### src/rtl/rbp_pkg.sv
package rbp_pkg;
    localparam int LANES      = 4;
    localparam int SLOTS      = 32;
    localparam int BITS       = 8;
    localparam int TSO_W      = 7;
    localparam int LANE_W     = $clog2(LANES);
    localparam int SLOT_W     = $clog2(SLOTS);
    localparam int BIT_W      = $clog2(BITS);
    localparam int GS_W       = LANE_W + SLOT_W;
    localparam int PW         = GS_W + BIT_W;
    localparam int FRAME_BITS = SLOTS * BITS;

    typedef enum logic [1:0] {
        ST_WAIT   = 2'd0,
        ST_FIRST  = 2'd1,
        ST_SECOND = 2'd2
    } ph_state_t;

    typedef struct packed {
        logic             mux;
        logic             dbl;
        logic             early;
        logic             pmatch;
        logic [TSO_W-1:0] ts;
        logic             ben;
        logic [BIT_W-1:0] bofs;
    } cfg_t;
endpackage

### src/rtl/rbp_phase_fsm.sv
module rbp_phase_fsm
    import rbp_pkg::*;
(
    input  logic            clk,
    input  logic            rst_n,
    input  logic            fp_in,
    input  logic            ext_fp_en,
    input  cfg_t            cfg_in,
    output ph_state_t       state_q,
    output logic            first_edge,
    output logic [PW-1:0]   cur,
    output cfg_t            cfg_now,
    output cfg_t            cfg_act,
    output logic [PW-1:0]   cnt_q
);
    ph_state_t     state_d;
    logic          start;
    logic          boundary;
    logic [PW-1:0] mask;
    logic [PW-1:0] cnt_d;

    always_comb begin
        start      = (state_q == ST_WAIT) && (fp_in || !ext_fp_en);
        first_edge = start || (state_q == ST_FIRST);
        if (start || ((state_q == ST_FIRST) && ext_fp_en && fp_in))
            cur = '0;
        else
            cur = cnt_q;
        boundary = first_edge && (cur == '0);
        cfg_now  = boundary ? cfg_in : cfg_act;
        mask     = cfg_now.mux ? '1 : PW'(FRAME_BITS - 1);
        cnt_d    = cnt_q;
        if (first_edge)
            cnt_d = (cur + 1'b1) & mask;
    end

    always_comb begin
        state_d = state_q;
        unique case (state_q)
            ST_WAIT:   if (start) state_d = cfg_now.dbl ? ST_SECOND : ST_FIRST;
            ST_FIRST:  state_d = cfg_now.dbl ? ST_SECOND : ST_FIRST;
            ST_SECOND: state_d = ST_FIRST;
            default:   state_d = ST_WAIT;
        endcase
    end

    always_ff @(posedge clk) begin
        if (!rst_n) begin
            state_q <= ST_WAIT;
            cnt_q   <= '0;
            cfg_act <= '0;
        end else begin
            state_q <= state_d;
            cnt_q   <= cnt_d;
            if (boundary)
                cfg_act <= cfg_in;
        end
    end
endmodule

### src/rtl/rbp_offset.sv
module rbp_offset
    import rbp_pkg::*;
(
    input  logic          clk,
    input  logic          rst_n,
    input  ph_state_t     state_q,
    input  logic          first_edge,
    input  cfg_t          cfg_now,
    input  logic [PW-1:0] cur,
    output logic [PW-1:0] pos_use,
    output logic          upd
);
    logic [PW-1:0] off;
    logic [PW-1:0] mask;
    logic [PW-1:0] pos_now;
    logic [PW-1:0] pos_q;
    logic          early;

    always_comb begin
        off = (PW'(cfg_now.ts) << BIT_W)
            + ((cfg_now.ben && !cfg_now.dbl) ? PW'(cfg_now.bofs) : '0);
        mask    = cfg_now.mux ? '1 : PW'(FRAME_BITS - 1);
        pos_now = (cur - off) & mask;
        early   = !cfg_now.dbl || cfg_now.early || cfg_now.pmatch;
        pos_use = (state_q == ST_SECOND) ? pos_q : pos_now;
        upd     = (first_edge && early) || ((state_q == ST_SECOND) && !early);
    end

    always_ff @(posedge clk) begin
        if (!rst_n)
            pos_q <= '0;
        else if (first_edge)
            pos_q <= pos_now;
    end
endmodule

### src/rtl/rbp_slot_map.sv
module rbp_slot_map
    import rbp_pkg::*;
(
    input  logic [PW-1:0]     pos_use,
    input  logic              mux,
    output logic [LANE_W-1:0] rd_lane,
    output logic [SLOT_W-1:0] rd_slot,
    output logic [BIT_W-1:0]  bit_idx,
    output logic              pos_zero
);
    logic [GS_W-1:0] gslot;

    always_comb begin
        gslot    = pos_use[PW-1:BIT_W];
        bit_idx  = pos_use[BIT_W-1:0];
        pos_zero = (pos_use == '0);
        if (mux) begin
            rd_lane = gslot[LANE_W-1:0];
            rd_slot = gslot[GS_W-1:LANE_W];
        end else begin
            rd_lane = '0;
            rd_slot = gslot[SLOT_W-1:0];
        end
    end
endmodule

### src/rtl/rbp_shifter.sv
module rbp_shifter
    import rbp_pkg::*;
(
    input  logic             clk,
    input  logic             rst_n,
    input  logic             upd,
    input  logic [BITS-1:0]  ts_byte,
    input  logic [BITS-1:0]  sig_byte,
    input  logic [BIT_W-1:0] bit_idx,
    input  logic             pos_zero,
    output logic             sd_out,
    output logic             sig_out,
    output logic             fs_out
);
    logic [BIT_W-1:0] msb_sel;

    always_comb msb_sel = BIT_W'(BITS - 1) - bit_idx;

    always_ff @(posedge clk) begin
        if (!rst_n) begin
            sd_out  <= 1'b0;
            sig_out <= 1'b0;
            fs_out  <= 1'b0;
        end else if (upd) begin
            sd_out  <= ts_byte[msb_sel];
            sig_out <= sig_byte[msb_sel];
            fs_out  <= pos_zero;
        end
    end
endmodule

### src/rtl/rx_bp_aligner.sv
module rx_bp_aligner
    import rbp_pkg::*;
(
    input  logic                    clk,
    input  logic                    rst_n,
    input  logic                    fp_in,
    input  logic                    ext_fp_en,
    input  logic                    mux_mode,
    input  logic                    dbl_rate,
    input  logic                    early_upd,
    input  logic                    pol_match,
    input  logic [TSO_W-1:0]        ts_ofs,
    input  logic                    bofs_en,
    input  logic [BIT_W-1:0]        bofs,
    output logic [LANE_W-1:0]       rd_lane,
    output logic [SLOT_W-1:0]       rd_slot,
    input  logic [BITS-1:0]         ts_byte,
    input  logic [BITS-1:0]         sig_byte,
    output logic                    sd_out,
    output logic                    sig_out,
    output logic                    fs_out
);
    cfg_t             cfg_in;
    cfg_t             cfg_now;
    cfg_t             cfg_act;
    ph_state_t        state_q;
    logic             first_edge;
    logic [PW-1:0]    cur;
    logic [PW-1:0]    cnt_q;
    logic [PW-1:0]    pos_use;
    logic             upd;
    logic [BIT_W-1:0] bit_idx;
    logic             pos_zero;

    assign cfg_in = '{mux: mux_mode, dbl: dbl_rate, early: early_upd,
                      pmatch: pol_match, ts: ts_ofs, ben: bofs_en, bofs: bofs};

    rbp_phase_fsm u_fsm (
        .clk        (clk),
        .rst_n      (rst_n),
        .fp_in      (fp_in),
        .ext_fp_en  (ext_fp_en),
        .cfg_in     (cfg_in),
        .state_q    (state_q),
        .first_edge (first_edge),
        .cur        (cur),
        .cfg_now    (cfg_now),
        .cfg_act    (cfg_act),
        .cnt_q      (cnt_q)
    );

    rbp_offset u_off (
        .clk        (clk),
        .rst_n      (rst_n),
        .state_q    (state_q),
        .first_edge (first_edge),
        .cfg_now    (cfg_now),
        .cur        (cur),
        .pos_use    (pos_use),
        .upd        (upd)
    );

    rbp_slot_map u_map (
        .pos_use  (pos_use),
        .mux      (cfg_now.mux),
        .rd_lane  (rd_lane),
        .rd_slot  (rd_slot),
        .bit_idx  (bit_idx),
        .pos_zero (pos_zero)
    );

    rbp_shifter u_shf (
        .clk      (clk),
        .rst_n    (rst_n),
        .upd      (upd),
        .ts_byte  (ts_byte),
        .sig_byte (sig_byte),
        .bit_idx  (bit_idx),
        .pos_zero (pos_zero),
        .sd_out   (sd_out),
        .sig_out  (sig_out),
        .fs_out   (fs_out)
    );
endmodule

### config.mk
export PLATFORM = sky130hd
export DESIGN_NAME = rx_bp_aligner
export DESIGN_NICKNAME = d
export VERILOG_FILES = /design/src/rtl/rbp_pkg.sv /design/src/rtl/rbp_phase_fsm.sv /design/src/rtl/rbp_offset.sv /design/src/rtl/rbp_slot_map.sv /design/src/rtl/rbp_shifter.sv /design/src/rtl/rx_bp_aligner.sv
export SDC_FILE = /design/constraint.sdc
export NUM_CORES = 1
export LEC_CHECK = 0
export BUFFER_PORTS_ARGS = -buffer_cell sky130_fd_sc_hd__buf_2
export CORE_UTILIZATION = 37
export CTS_CLUSTER_SIZE = 16
export DETAILED_ROUTE_END_ITERATION = 8
export GPL_ROUTABILITY_DRIVEN = 0
export PLACE_DENSITY = 0.56
export RECOVER_POWER = 100
export SETUP_SLACK_MARGIN = 0.02
export SLEW_MARGIN = 15
export SYNTH_ARGS = -nofsm -noshare
export SYNTH_HDL_FRONTEND = slang
export SYNTH_HIERARCHICAL = 1
export SYNTH_SLANG_ARGS = --single-unit
### constraint.sdc
create_clock -name clk -period 7.2 [get_ports clk]
set_input_delay 1.44 -clock clk [delete_from_list [all_inputs] [get_ports clk]]
set_output_delay 1.44 -clock clk [all_outputs]
set_load 0.005 [all_outputs]
Yosys cells after proc, flatten, opt, wreduce, memory -nomap -nowiden
Cells that the tools add are included.

Output and inout bits: 10. Input port bits: 35. Register bits after elaboration: 40. Logic and storage cells: 56.

Eq/ne operators: 3. Reductions and logical operators: 19. Bitwise operators: 2. Add/subtract/negate cells: 4. Mux-type cells: 14. Order comparisons: 1.

Operators with widths (number): $mux W10 (3); $and A10 B10 Y10 (2); $logic_not A10 Y1 (2); $mux W15 (1); $add A10 B1 Y10 const B (1); $add A10 B10 Y10 (1); $sub A10 B10 Y10 (1); $logic_and A1 B1 Y1 (7); $bmux W1 S3 (2); $logic_or A1 B1 Y1 (6); $mux W2 (3); $pmux W2 S3 (1); $mux W5 (1); $lt A3 B4 Y1 const B (1); $logic_not A1 Y1 (3); $mux W3 (1); $sub A3 B3 Y3 const A (1); $eq A2 B1 Y1 const B (1); $eq A2 B2 Y1 const B (1); $logic_not A2 Y1 (1); $mux W1 (2); $ne A2 B1 Y1 const B (1).

Logic depth before layout (Yosys ltp)
Gate-level depths: netlist of run 1.

Word-level depth: 18. Mapped depth: 26. Mapped depth without buffers: 24.

Cells and area by module
Netlist of run 1, hierarchy kept.

Modules (own cells, without submodules): rbp_phase_fsm (area each 1318.8 µm², seq. area each 540.5 µm², cells an instance 141, instances 1); rbp_offset (area each 1191.1 µm², seq. area each 200.2 µm², cells an instance 158, instances 1); rbp_shifter (area each 232.7 µm², seq. area each 60.1 µm², cells an instance 20, instances 1); rbp_slot_map (area each 122.6 µm², seq. area each 0.0 µm², cells an instance 14, instances 1).

Least setup slack after synthesis of run 1
OpenSTA, ideal clock, no wires.

Path kind: input port to output port. Start: input fp_in. End: output rd_slot[3]. Setup slack: 0.467 ns. Required time: 5.760 ns. Data arrival time: 5.293 ns. Buffers on the path: 2. Cell stages on the path: 23. Cell sequence: and2_1 -> o21bai_1 -> clkbuf_1 -> and2_1 -> inv_1 -> ha_1 -> nor2b_1 -> o21ai_1 -> nand2_2 -> buf_6 -> mux2i_1 -> inv_1 -> nor2b_1 -> and2_1 -> ha_1 -> inv_1 -> fa_1 -> nand2b_1 -> a21oi_2 -> o211ai_2 -> and3_1 -> o31ai_1 -> mux2_2.

RTL lines: start, declared (RTL line rx_bp_aligner.sv:6) `input logic fp_in,`; end, declared (RTL line rx_bp_aligner.sv:16) `output logic [SLOT_W-1:0] rd_slot,`.

==> results.md, run 1 <==
* Crit path DAT at 5.46 ns
* Core ar. at 7370 um2
* Final hold vios at 0
* Setup crit start kind: primary input
* Total track usage at 16.8%
* Ant diodes at 0
* RSZ-0062 raised after global routing: false
* CTS clk-pin slew, worst paths at 0.08 ns
* Synth area leaders: dfxtp_1, ha_1, and2_1
* Number of synthesized flops with an enable pin at 0
* Max_slew headroom at 18.0%
* Pre-CTS setup slack at 0.338 ns
* Mapped cell area at 2870 um2
* Synth unique cells at 57
* Die area at 8100 um2
* Post-synthesis sequential area ratio at 27.9%
* Slew of the pin with the lowest slew margin at 1.23 ns
* Peak VDD IR at 0.118 mV
* Largest net degree at the start of global routing at 47
* Max_cap viols at 0
* HP Class: reg -> reg
* FF+latch count, synth at 40
* Clock Sinks at 40
* Synth-to-layout area growth at 13.6%
* Setup TNS at 0 ns
* Via count at 2,376
* FMAX at 145 MHz
* Post-DR wirelength/cell at 13.9 um
* CTS Hold Buffers Added at 0
* Clk_skew at 0.00435 ns
* Synth warnings at 6
* Post-synth top area share at 27.9%
* First-pass GRT wire length at 11,000 um
* WL final at 6590 um
* Initial Utilization at 38.9%
* Final setup margin at 0.300 ns
* Share of cells above drive strength 1 at 20.5%
* Syn avg cell area at 8.60 um2
* Count of pins over their slew limit at 0
* Die Y at 90 um
* Syn nets at 388
* Die Wd at 90 um
* Crit. End Element: output pin
* Critical Path RT at 5.76 ns
* CTS Buf Count at 5
* # port buffers at 44
* HPWL after detailed placement at 4930 um
* Initial antenna violation count at 0
* Total grt overflow at 0
* Slowest-stage cell, CP: a221oi_1
* Status: completed
* CTS Buffer Depth at 2
* Synth Instances at 333
* Worst skew pair latency at 0.29 ns
* Class of the most critical setup path: in -> out
* Worst path cell trace: buf_2, and2_0, o21bai_1, buf_4, nand2_1, ha_1, nor2b_1, o21ai_1, nand2_2, buf_4, mux2_1, ha_1, inv_1, ha_1, a21oi_4, o21bai_2, a221oi_1, xnor2_1, o21ai_1, mux2_2, buf_2
* Final setup viols at 0
* Number of I/O pins at 45
* CTS tree: yes
* Post-synthesis async set-or-reset flop share at 0%
* Static Leak at 0.00144 uW
* Cell mode on critical path: ha_1
* Final ANT Viol Nets at 0
* Final worst path period need at 6.90 ns
* Period utilisation layout at 95.8%
* Root buf cell: clkbuf_8
* Vias per cell at 5.00
* Synth area leader: dfxtp_1
* Pwr dens at 369 nW/um2
* Via count of the first global-routing pass at 2,255
* Starting DRC count in detailed routing at 116
* Maximum fanout along the worst path at 12
* Synth Flop Type: dfxtp_1
* Drt drc at 0
* Row cnt at 31
* NumNets Final at 430
* Worst stage delay on the critical path at 0.40 ns
* First-pass DRT Iterations at 4
* H-tree depth at 2
worst max-delay path, delay by kind of cell:
| kind | cells | cell delay (ns) |
|---|---|---|
| compound gates | 6 | 1.13 |
| xor+xnor | 1 | 0.23 |
| fa+ha+maj | 3 | 0.86 |
| buf+inv | 5 | 0.65 |
| mux | 2 | 0.60 |
| simple gates | 4 | 0.54 |
timing repair:
item / CTS / global route
resized for setup: 0 / 2
setup endpoints to repair: 0 / 1
setup buffers: 0 / 4
cell usage in the layout (no fill, tap or decap), types with 2 or more instances in the layout:
master,n
mux2i_1,15
mux2_2,10
xor2_1,3
o21bai_1,2
a21o_1,2
o21ai_1,6
o211a_1,2
buf_4,3
clkbuf_4,3
nand2_1,38
a32o_1,3
dfxtp_1,40
a21boi_0,2
nor4_1,2
nand2b_1,2
and2_0,5
nand4_1,4
nand3b_1,3
xnor2_1,11
or4_1,2
and3_1,2
a21oi_1,10
or3_1,2
nor2_1,15
nor4b_1,2
o21ai_0,5
inv_1,27
nor2b_1,11
nor3_1,5
buf_2,41
nor3b_1,2
and2_1,24
clkbuf_8,5
clkbuf_1,5
nand3_1,8
mux2_1,9
mux4_2,2
ha_1,19
per-stage QoR:
stage                     cell area (um2)  utilization (%)  cells  hold slack (ns)  power [uW]
after floorplan                      2870                -    333            0.450         862
after global routing                 3260             44.2    475            0.505        1300
final                                3260             44.2    475            0.490        1200
after CTS                            3260             44.2    471            0.482        1220
after detailed placement             3150             42.7    463            0.467        1030
after global placement               3150             42.7    463            0.461        1020
report_power, final:
part           internal (uW)  switching, uW
clock network            103           84.5
registers                268           23.5
logic                    341            381
worst paths after layout:
path | startpoint | to | slack, ns | cells after the start
setup / recovery | fp_in | rd_slot[4] | 0.30 | 21
hold / removal | u_off/pos_q[6] | u_off/pos_q[6] | 0.49 | 2
setup reg to reg | u_fsm/state_q[0] | u_shf/fs_out | 2.39 | 24
hold reg to reg | u_off/pos_q[6] | u_off/pos_q[6] | 0.49 | 2
final cells by class:
class | instances | area [um2]
fill | 757 | 4110
multi-input combinational | 249 | 1850
sequential | 40 | 801
timing repair buffer | 52 | 269
tap | 99 | 124
inverter | 27 | 101
clock buffer | 5 | 68.8
clock inverter | 3 | 42.5
flip-flops by register name, summed over array words and instances (netlist names):
signal,count
u_fsm/cnt_q,10
u_fsm/state_q,2
u_shf/sig_out,1
u_off/pos_q,10
u_shf/fs_out,1
u_fsm/cfg_act,15
u_shf/sd_out,1
cell families after synthesis:
group	Yosys count	share of synthesized area, %
DFF	40	27.9
xor gates and xnor gates	14	4.28
and+or+nand+nor	135	26.2
muxes	36	14.3
buffers and inverters	44	6.77
AOI/OAI and AO/OA	44	11.6
adders and majority gates	20	9.00
cell usage after synthesis, types with 2 or more instances:
master and n:
o31ai_1 2, mux4_2 2, inv_1 27, nand3b_1 3, or3_1 2, dfxtp_1 40
and3_1 2, nor2_1 15, clkbuf_1 9, nand2_1 38, a21oi_1 10, o21bai_1 2
o211a_1 2, and2_1 29, o21ai_0 3, nor3_1 5, nor2b_1 11, nor3b_1 2
buf_4 3, nand4_1 4, or4_1 2, mux2i_1 15, a32o_1 3, xnor2_1 11
o21ai_1 8, mux2_2 12, a21o_1 2, buf_6 2, mux2_1 7, o211ai_2 2
a21boi_0 2, ha_1 19, nand2b_1 2, nor4b_1 2, buf_2 2, nand3_1 8
xor2_1 3
layer usage:
metal | track usage [%] | up-vias | wire length (um)
met5 | 0 | - | 0
met4 | 4.57 | 0 | 71
met3 | 2.88 | 7 | 282
met2 | 27.6 | 58 | 2920
met1 | 22.6 | 1094 | 3320
li1 | - | 1217 | -
Power figures use the tool's default switching activity.
==> run 2: changes to the inputs <==
--- a/config.mk
+++ b/config.mk
@@ -10,7 +10,7 @@
 export CTS_CLUSTER_SIZE = 16
 export DETAILED_ROUTE_END_ITERATION = 8
 export GPL_ROUTABILITY_DRIVEN = 0
-export PLACE_DENSITY = 0.56
+export PLACE_DENSITY = 0.58
 export RECOVER_POWER = 100
 export SETUP_SLACK_MARGIN = 0.02
 export SLEW_MARGIN = 15
==> constraint.sdc (replaced) <==
create_clock -name clk -period 5.7 [get_ports clk]
set_input_delay 1.14 -clock clk [delete_from_list [all_inputs] [get_ports clk]]
set_output_delay 1.14 -clock clk [all_outputs]
set_load 0.005 [all_outputs]
==> run 2 against run 1 <==
The flow now finishes with violations (capacitance limit, slew limit, setup timing). Clock skew rose by 0.0050 ns. Combinational power rose by 110%. Setup slack got worse by 0.30 ns. Via count rose by 5.9%. Sequential power rose by 26%. Clock power rose by 37%. Final area rose by 22%. Count of clock-buffer cells in the layout rose by 2. Sequential cell count did not move. Worst hold slack got worse by 0.0048 ns. Highest routed layer unchanged.
==> results.md, run 2 (same netlist as run 1, synthesis figures left out) <==
* Status: finished with violations
* Failing checks: capacitance limit, slew limit, setup timing
* Most common cell after layout, fill and taps aside: buf_4
* Die area at 8100 um2 (unchanged)
* Class of the most critical setup path: in -> out
* CTS Buffer Depth at 2 (unchanged)
* Row cnt at 31 (unchanged)
* RSZ-0062 raised after global routing: true
* Crit path DAT at 4.56 ns (-0.90 ns)
* Vias per cell at 4.90 (-2.0%)
* Via count of the first global-routing pass at 2,504 (+11%)
* FF-to-FF Start: u_fsm/state_q[0]
* Maximum fanout along the worst path at 6 (-6)
* Fillers at 691 (-8.7%)
* Final Cell Area at 3980 um2 (+22%)
* Count of pins over their slew limit at 47 (+47)
* Via count at 2,515 (+5.9%)
* HP Class: reg -> reg
* CTS tree: yes
* Largest net degree at the start of global routing at 47 (unchanged)
* Switching power of the nets at 783 uW (+60%)
* CTS Hold Buffers Added at 0 (unchanged)
* Total grt overflow at 0 (unchanged)
* Post-DR wirelength/cell at 13.8 um (-0.71%)
* Worst setup endpoint: rd_slot[4]
* Root buf cell: clkbuf_8
* Die Wd at 90 um (unchanged)
* Worst flop-to-flop path endpoint: u_shf/fs_out
* Initial antenna violation count at 0 (unchanged)
* Share of cells above drive strength 1 at 40.8% (+20 points)
* Total track usage at 18.4% (+1.6 points)
* Reg power frac at 17.4% (-6.9 points)
* Synth-to-layout area growth at 38.7%
* Post-DP Area at 3440 um2 (+9.2%)
* Worst skew pair latency at 0.29 ns (about the same)
* Switching Share at 37.0% (-3.7 points)
* Critical Path RT at 4.56 ns (-1.20 ns)
* NumNets Final at 468 (+8.8%)
* Slew of the pin with the lowest slew margin at 1.78 ns (+0.549 ns)
* Initial Utilization at 38.9% (unchanged)
* Crit. End Element: output pin
* Internal cell power at 1330 uW (+87%)
* Starting DRC count in detailed routing at 65 (-44%)
* Drt drc at 0 (unchanged)
* Final worst path period need at 5.70 ns
* Final ANT Viol Nets at 0 (unchanged)
* Final setup viols at 1 (+1)
* Ant diodes at 0 (unchanged)
* Worst setup path start: ext_fp_en
* Biggest regs: u_fsm/cfg_act x15, u_fsm/cnt_q x10, u_off/pos_q x10
* Number of I/O pins at 45 (unchanged)
* Max reg flops at 15 (unchanged)
* Final setup margin at -0.00109 ns (-0.301 ns)
* HPWL after detailed placement at 5010 um (+1.8%)
* Biggest register: u_fsm/cfg_act
* Worst R2R Path Depth at 24 (unchanged)
* Util after Layout at 53.9% (+9.8 points)
* # port buffers at 44 (unchanged)
* Peak VDD IR at 0.189 mV (+60%)
* Max_cap viols at 1 (+1)
* Die Y at 90 um (unchanged)
* CTS Buf Count at 5 (unchanged)
* CTS clk-pin slew, worst paths at 0.08 ns (about the same)
* Clk_skew at 0.00939 ns (+0.00504 ns)
* Clk pwr share at 12.1% (-3.5 points)
* First-pass DRT Iterations at 4 (unchanged)
* Area used by multi-input combinational logic at 2200 um2 (+19%)
* Pwr dens at 532 nW/um2 (+44%)
* Period utilisation layout at 100%
* Max_slew headroom at -18.6% (-37 points)
* Register area at 801 um2 (unchanged)
* Final hold vios at 0 (unchanged)
* Clock Sinks at 40 (unchanged)
* First-pass GRT wire length at 12,000 um (+9.8%)
* Core ar. at 7370 um2 (unchanged)
* WL final at 7070 um (+7.2%)
* Reg-to-reg slack, setup at 1.40 ns (-0.99 ns)
* FMAX at 175 MHz
* Commonest non-fill, non-tap cells in the layout: buf_4, dfxtp_1, buf_2
* Comb pwr share at 70.5% (+10 points)
* Static Leak at 0.00177 uW (+23%)
* H-tree depth at 2 (unchanged)
* Setup crit start kind: primary input
-- run 2: power by group through the flow --
stage               clock network, uW  logic [uW]  registers, uW
detailed placement                  0        1100            372
global placement                    0        1090            371
global route                      280        1630            375
floorplan                           0         771            368
finish                            256        1490            367
CTS                               266        1370            367
-- run 2: repair_timing --
item	4_1_cts	5_1_grt
resized for setup	45	21
pin swaps	20	17
cloned	0	0
endpoints found under the setup margin	5	6
setup buffers	13	3
-- run 2: worst min path at each step --
stage / startpoint / to / slack, ns / depth (start not counted)
3_5_place_dp: u_off/pos_q[0] / u_off/pos_q[0] / 0.47 / 1
6_report: u_off/pos_q[0] / u_off/pos_q[0] / 0.49 / 1
5_1_grt: u_off/pos_q[6] / u_off/pos_q[6] / 0.52 / 2
2_1_floorplan: u_off/pos_q[6] / u_off/pos_q[6] / 0.45 / 2
3_3_place_gp: u_off/pos_q[6] / u_off/pos_q[6] / 0.46 / 2
4_1_cts: u_off/pos_q[6] / u_off/pos_q[6] / 0.49 / 2
-- run 2: area by class of cell --
type | instances | share of cell area [%]
clock buffers | 7 | 2.42
clock inverters | 1 | 0.755
well taps | 99 | 3.12
repair buffers | 90 | 15.4
multi-input cells | 249 | 55.4
inverters | 27 | 2.74
flip-flops and latches | 40 | 20.1
-- run 2: through the flow --
stage / instances / setup TNS, ns / worst slack, ns / power (uW) / hold WS, ns
after CTS: 511 / -0.0314 / -0.0314 / 2010 / 0.487
final: 513 / -0.00109 / -0.00109 / 2110 / 0.485
after floorplan: 333 / 0 / 0.0375 / 1140 / 0.450
after global routing: 513 / -0.497 / -0.164 / 2280 / 0.520
after global placement: 490 / -0.216 / -0.108 / 1460 / 0.460
after detailed placement: 490 / -0.815 / -0.232 / 1470 / 0.469
-- run 2: worst max-delay path, stage by stage --
cell and delay, ns:
buf_8 0.10, and2_4 0.16, o21bai_4 0.13, and2_4 0.18, inv_4 0.03, ha_4 0.14, nor2b_4 0.12, nand4_1 0.12
nand2_4 0.11, buf_6 0.15, mux2_4 0.33, ha_4 0.27, inv_2 0.04, ha_4 0.25, nor3_4 0.25, a311oi_4 0.07
a221oi_2 0.28, xnor2_1 0.18, o21ai_1 0.12, mux2_4 0.27, buf_6 0.12
-- run 2: per-layer routing --
layer	track usage, %	vias to the layer above	part of all wire, %
met2	30.7	53	48
met4	6.05	0	1.1
met1	23.9	1158	47
met5	0	-	0
li1	-	1300	-
met3	3.30	4	4.2
